<file path="src/rtl/thermal_alert_pkg.sv">
package thermal_alert_pkg;

    typedef enum logic [1:0] {
        ST_QUIET    = 2'd0,
        ST_QUALIFY  = 2'd1,
        ST_ALERT    = 2'd2
    } alert_state_e;

    localparam int MAX_FAULTS = 6;
    localparam int CNT_W      = $clog2(MAX_FAULTS + 1);

    // Decode of the two-bit run-length select into a fault count.
    function automatic logic [CNT_W-1:0] faults_needed(input logic [1:0] sel);
        logic [CNT_W-1:0] n;
        unique case (sel)
            2'b00:   n = CNT_W'(1);
            2'b01:   n = CNT_W'(2);
            2'b10:   n = CNT_W'(4);
            default: n = CNT_W'(MAX_FAULTS);
        endcase
        return n;
    endfunction

endpackage

</file>
<file path="src/rtl/ta_limit_compare.sv">
module ta_limit_compare #(
    parameter int SIG_W = 12
) (
    input  logic [SIG_W-1:0] sample_sig,
    input  logic [SIG_W-1:0] trip_sig,
    input  logic [SIG_W-1:0] rearm_sig,
    output logic             at_or_above_trip,
    output logic             below_rearm
);

    always_comb begin
        at_or_above_trip = $signed(sample_sig) >= $signed(trip_sig);
        below_rearm      = $signed(sample_sig) <  $signed(rearm_sig);
    end

endmodule

</file>
<file path="src/rtl/ta_alert_fsm.sv">
module ta_alert_fsm
    import thermal_alert_pkg::*;
(
    input  logic               clk,
    input  logic               rst_n,
    input  logic               sample_valid,
    input  logic               is_fault,
    input  logic               below_rearm,
    input  logic               cfg_interrupt,
    input  logic [1:0]         cfg_fault_sel,
    input  logic               cfg_write,
    input  logic               bus_read,
    output alert_state_e       state_o,
    output logic [CNT_W-1:0]   fault_cnt_o,
    output logic               alert_active
);

    alert_state_e     state_q, state_d;
    logic [CNT_W-1:0] cnt_q, cnt_d;
    logic [CNT_W:0]   cnt_inc;
    logic [CNT_W-1:0] need;

    assign need    = faults_needed(cfg_fault_sel);
    assign cnt_inc = {1'b0, cnt_q} + (CNT_W+1)'(1);

    // State register.
    always_ff @(posedge clk or negedge rst_n) begin
        if (!rst_n) begin
            state_q <= ST_QUIET;
            cnt_q   <= '0;
        end else begin
            state_q <= state_d;
            cnt_q   <= cnt_d;
        end
    end

    // Transitions.
    always_comb begin
        state_d = state_q;
        cnt_d   = cnt_q;
        unique case (state_q)
            ST_QUIET: begin
                if (!cfg_write && sample_valid && is_fault) begin
                    if (need == CNT_W'(1)) begin
                        state_d = ST_ALERT;                  // trip
                    end else begin
                        state_d = ST_QUALIFY;                // arm
                        cnt_d   = CNT_W'(1);
                    end
                end
            end
            ST_QUALIFY: begin
                if (cfg_write) begin
                    state_d = ST_QUIET;                      // break
                    cnt_d   = '0;
                end else if (sample_valid) begin
                    if (!is_fault) begin
                        state_d = ST_QUIET;                  // break
                        cnt_d   = '0;
                    end else if (cnt_inc >= {1'b0, need}) begin
                        state_d = ST_ALERT;                  // trip
                        cnt_d   = '0;
                    end else begin
                        cnt_d   = cnt_inc[CNT_W-1:0];
                    end
                end
            end
            ST_ALERT: begin
                if (cfg_interrupt) begin
                    if (bus_read) begin
                        state_d = ST_QUIET;                  // release
                        cnt_d   = '0;
                    end
                end else if (sample_valid && below_rearm) begin
                    state_d = ST_QUIET;                      // release
                    cnt_d   = '0;
                end
            end
            default: begin
                state_d = ST_QUIET;
                cnt_d   = '0;
            end
        endcase
    end

    // Outputs.
    always_comb begin
        state_o      = state_q;
        fault_cnt_o  = cnt_q;
        alert_active = (state_q == ST_ALERT);
    end

endmodule

</file>
<file path="src/rtl/ta_pad_driver.sv">
module ta_pad_driver (
    input  logic alert_active,
    input  logic active_high,
    output logic pad_pulldown
);

    // Active-low: pull down while alerting. Active-high: pull down while idle.
    always_comb pad_pulldown = alert_active ^ active_high;

endmodule

</file>
<file path="src/rtl/thermal_alert_ctrl.sv">
module thermal_alert_ctrl
    import thermal_alert_pkg::*;
#(
    parameter int WORD_W = 16,
    parameter int FRAC_W = 4
) (
    input  logic              clk,
    input  logic              rst_n,
    input  logic              sample_valid,
    input  logic [WORD_W-1:0] sample_word,
    input  logic [WORD_W-1:0] trip_limit,
    input  logic [WORD_W-1:0] rearm_limit,
    input  logic              cfg_interrupt,
    input  logic              cfg_active_high,
    input  logic [1:0]        cfg_fault_sel,
    input  logic              cfg_write,
    input  logic              bus_read,
    output logic              alert_pad_drive
);

    localparam int SIG_W = WORD_W - FRAC_W;

    logic             is_fault;
    logic             below_rearm;
    logic             alert_active;
    alert_state_e     state;
    logic [CNT_W-1:0] fault_cnt;
    logic             unused_frac;

    assign unused_frac = ^{sample_word[FRAC_W-1:0], trip_limit[FRAC_W-1:0],
                           rearm_limit[FRAC_W-1:0]};

    ta_limit_compare #(.SIG_W(SIG_W)) u_cmp (
        .sample_sig       (sample_word[WORD_W-1:FRAC_W]),
        .trip_sig         (trip_limit[WORD_W-1:FRAC_W]),
        .rearm_sig        (rearm_limit[WORD_W-1:FRAC_W]),
        .at_or_above_trip (is_fault),
        .below_rearm      (below_rearm)
    );

    ta_alert_fsm u_fsm (
        .clk           (clk),
        .rst_n         (rst_n),
        .sample_valid  (sample_valid),
        .is_fault      (is_fault),
        .below_rearm   (below_rearm),
        .cfg_interrupt (cfg_interrupt),
        .cfg_fault_sel (cfg_fault_sel),
        .cfg_write     (cfg_write),
        .bus_read      (bus_read),
        .state_o       (state),
        .fault_cnt_o   (fault_cnt),
        .alert_active  (alert_active)
    );

    ta_pad_driver u_pad (
        .alert_active (alert_active),
        .active_high  (cfg_active_high),
        .pad_pulldown (alert_pad_drive)
    );

endmodule

</file>
<file path="config.mk">
export PLATFORM = sky130hd
export DESIGN_NAME = thermal_alert_ctrl
export DESIGN_NICKNAME = d
export VERILOG_FILES = /design/src/rtl/thermal_alert_pkg.sv /design/src/rtl/ta_limit_compare.sv /design/src/rtl/ta_alert_fsm.sv /design/src/rtl/ta_pad_driver.sv /design/src/rtl/thermal_alert_ctrl.sv
export SDC_FILE = /design/constraint.sdc
export NUM_CORES = 1
export LEC_CHECK = 0
export ABC_AREA = 0
export CORE_AREA = 2 2 47 49
export DETAILED_ROUTE_END_ITERATION = 8
export DIE_AREA = 0 0 49 51
export DONT_BUFFER_PORTS = 1
export HOLD_SLACK_MARGIN = 0.05
export PLACE_DENSITY = 0.68
export SLEW_MARGIN = 10
export SYNTH_ARGS = -nofsm -noshare
export SYNTH_HDL_FRONTEND = slang
export SYNTH_SLANG_ARGS = --single-unit
</file>
<file path="constraint.sdc">
create_clock -name clk -period 2.5 [get_ports clk]
set_clock_uncertainty 0.05 [all_clocks]
set_input_delay 0.625 -clock clk [delete_from_list [all_inputs] [get_ports clk]]
set_output_delay 0.625 -clock clk [all_outputs]
set_load 0.05 [all_outputs]
</file>
==> qor.yml <==
cts.clk_slew.worst_paths_ns: 0.04
cts_setup_buffers: 0
critPathLaunchType: "flip-flop"
dp.final_hpwl_um: 1900
setup_ws_ns: 0.148
place_ws_ns: -0.0617
htreeDepth: 1
synth_cell_type_count: 34
detail_route.wl_per_cell_um: 11.9
tritoncts: "yes"
antenna_cells: 0
layout-drive-gt1-share_pct: 9.79
hp-class: "reg2reg"
via_per_inst: 5.58
clkLatencyLatePin_ns: 0.23
finalCriticalPeriod_ns: 2.35
worstHoldStart: "u_fsm.fault_cnt_o[1]"
critPathKind: "reg2reg"
antenna_found_initial: 0
yosys.area_share.xor_xnor_pct: 1.67
firstDrtPassIters: 4
crit_arrival_ns: 2.47
path_common_cell: "ha_1"
yosysSeqAreaShare_pct: 11.9
core_um2: 2060
synth_compound_area_share_pct: 21.5
crit_path_max_incr_delay_ns: 0.42
vias: 955
hold_violations: 0
place.port_buffers: 0
die_area_um2: 2500
critPathLaunch: "u_fsm.fault_cnt_o[0]"
cp_max_fo: 5
crit_chain: "ha_1 > ha_1 > a21o_1 > a21oi_1 > nand2_1 > nor3_1 > nor4bb_1 > a211o_1"
end_kind: "flip-flop"
critPathTopFamily: "simple AND/OR/NAND/NOR gates"
gp_congestion: 0.754
cts.sinks: 5
grt_max_degree: 9
grt_pass1_vias: 942
drtIter0Drc: 10
syn_to_final_growth_pct: 9.64
clockBufferDepth: 2
powerDensity_nw_per_um2: 499
ir_drop_mv: 0.454
netlist_area_um2: 1050
ctsHoldBuffers: 1
finalSetupViolations: 0
cp_num_buf_inv: 0
period_share_pct: 94.1
cts_resized: 0
cts-buffers-inserted: 3
status: "complete, no violations"
ys_ff_latch: 5
tightest_slew_ns: 0.477
max_cap_violations: 0
synth_cells: 134
nNetsFinal: 228
dieWidth_um: 49
fin_cells: 171
cts-root-buf: "clkbuf_4"
drv_slew: 0
synthMuxAreaShare_pct: 1.07
rsz0062_at_grt: "false"
p_leak_nw: 0.627
num_rows: 17
fmax_mhz: 425
timing.slew.headroom_pct: 68.0
top_level_ports: 58
grt.total_usage_pct: 17.2
regToRegStartpoint: "u_fsm.fault_cnt_o[0]"
initial_core_util_pct: 50.9
synth_warnings: 0
fin_total_pwr_mw: 0.575
synth_fa_ha_area_share_pct: 32.1
die_y_um: 51
fillers: 217
antenna_left: 0
grt_pass1_wl_um: 3470
synth-simple-area-share_pct: 21.3
cpMaxStageDelayCell: "dfrtp_1"
synth_top_family_by_area: "adder cells"
wirelength_um: 2030
syn_nets: 218
drc: 0
grt.overflow.total: 0
syn_avg_cell_area_um2: 7.84
post-place-cells: 166
required_ns: 2.62
-- cell usage after synthesis --
cell type | number | area [um^2]
a21oi_1 | 13 | 65.1
a21o_1 | 3 | 22.5
nand4b_1 | 1 | 8.76
xnor2_1 | 1 | 8.76
o311ai_0 | 1 | 8.76
and4_1 | 1 | 8.76
inv_1 | 29 | 109
a211oi_1 | 1 | 7.51
xor2_1 | 1 | 8.76
or4_1 | 1 | 7.51
mux2_2 | 1 | 11.3
dfrtp_1 | 5 | 125
nand4_1 | 4 | 25.0
a2bb2oi_2 | 1 | 15.0
nor3_1 | 2 | 10.0
nor4bb_1 | 1 | 10.0
a211o_1 | 1 | 8.76
nor4_1 | 1 | 6.26
nand3_1 | 2 | 10.0
a211oi_2 | 1 | 12.5
nor2b_1 | 3 | 18.8
o21ai_1 | 1 | 5.00
nand3b_1 | 1 | 7.51
nand2b_1 | 3 | 18.8
nor2_1 | 7 | 26.3
a21o_2 | 1 | 8.76
and2_4 | 1 | 8.76
nor4b_4 | 1 | 23.8
o22ai_1 | 1 | 6.26
o2111ai_1 | 1 | 8.76
a2111oi_4 | 1 | 27.5
o21ai_0 | 6 | 30.0
nand2_1 | 9 | 33.8
ha_1 | 27 | 338
-- cells by family (layout without fill, tap and decap cells) --
family          count (synthesis)  after routing
simple gates                   38             38
compound gates                 32             32
buf+inv                        29             38
fa+ha+maj                      27             27
flops                           5              5
xor+xnor                        2              2
mux                             1              1
-- metrics by stage --
| stage | hold slack, ns | area, um^2 | util, % | TNS, ns |
|---|---|---|---|---|
| after floorplan | 0.279 | 1050 | - | 0 |
| after global placement | 0.280 | 1120 | 54.1 | -0.0229 |
| after detailed placement | 0.280 | 1120 | 54.1 | -0.0824 |
| after CTS | 0.468 | 1150 | 55.9 | 0 |
| after global routing | 0.510 | 1150 | 55.9 | 0 |
| final | 0.464 | 1150 | 55.9 | 0 |
-- worst reg2reg max path, delay by kind of cell (launching register included) --
| kind | cells | cell delay (ns) |
|---|---|---|
| AOI/OAI and AO/OA | 3 | 0.45 |
| adders and majority gates | 2 | 0.64 |
| and+or+nand+nor | 3 | 0.74 |
| DFF | 1 | 0.42 |
-- worst paths after layout --
path	slack [ns]	end	cells past startpoint
max	0.15	u_fsm.fault_cnt_o[2]	8
min	0.46	u_fsm.fault_cnt_o[1]	1
max reg2reg	0.15	u_fsm.fault_cnt_o[2]	8
min reg2reg	0.46	u_fsm.fault_cnt_o[1]	1
max in group asynchronous	1.59	u_fsm.fault_cnt_o[0]	1
min in group asynchronous	0.62	u_fsm.state_o[0]	1
-- flip-flops by register name (all words and copies together), names as in the netlist --
register / cells
u_fsm.fault_cnt_o: 3
u_fsm.state_o: 2
-- cell usage in the layout, fill, tap and decap left out, types with 2 or more instances in the layout --
cell and instances:
inv_1 29, ha_1 27, a21oi_1 13, nand2_1 9
nor2_1 7, o21ai_0 6, dfrtp_1 5, nand4_1 4
buf_4 4, nand2b_1 3, nor2b_1 3, a21o_1 3
clkbuf_4 3, nor3_1 2, nand3_1 2
-- layout make-up --
cell class | count | area, um^2 | share of cell area, %
clock buffers | 4 | 26.3 | 2.28
inverters | 29 | 109 | 9.45
multi-input cells | 100 | 817 | 70.9
flip-flops and latches | 5 | 125 | 10.9
well taps | 28 | 35.0 | 3.04
repair buffers | 5 | 40.0 | 3.47
-- power by group --
part / internal, mW / switching [mW] / total, mW
clock network: 0.0600 / 0.0284 / 0.0884
registers: 0.107 / 0.0385 / 0.145
logic: 0.164 / 0.177 / 0.341
total: 0.331 / 0.244 / 0.575
-- layer usage --
layer	routed length, um	track usage, %	up-vias
li1	-	-	490
met1	835	19.0	430
met2	1050	33.8	35
met3	140	3.80	0
met4	0	2.86	0
met5	0	0	-
Note: power is estimated with default switching activity, not from simulation.
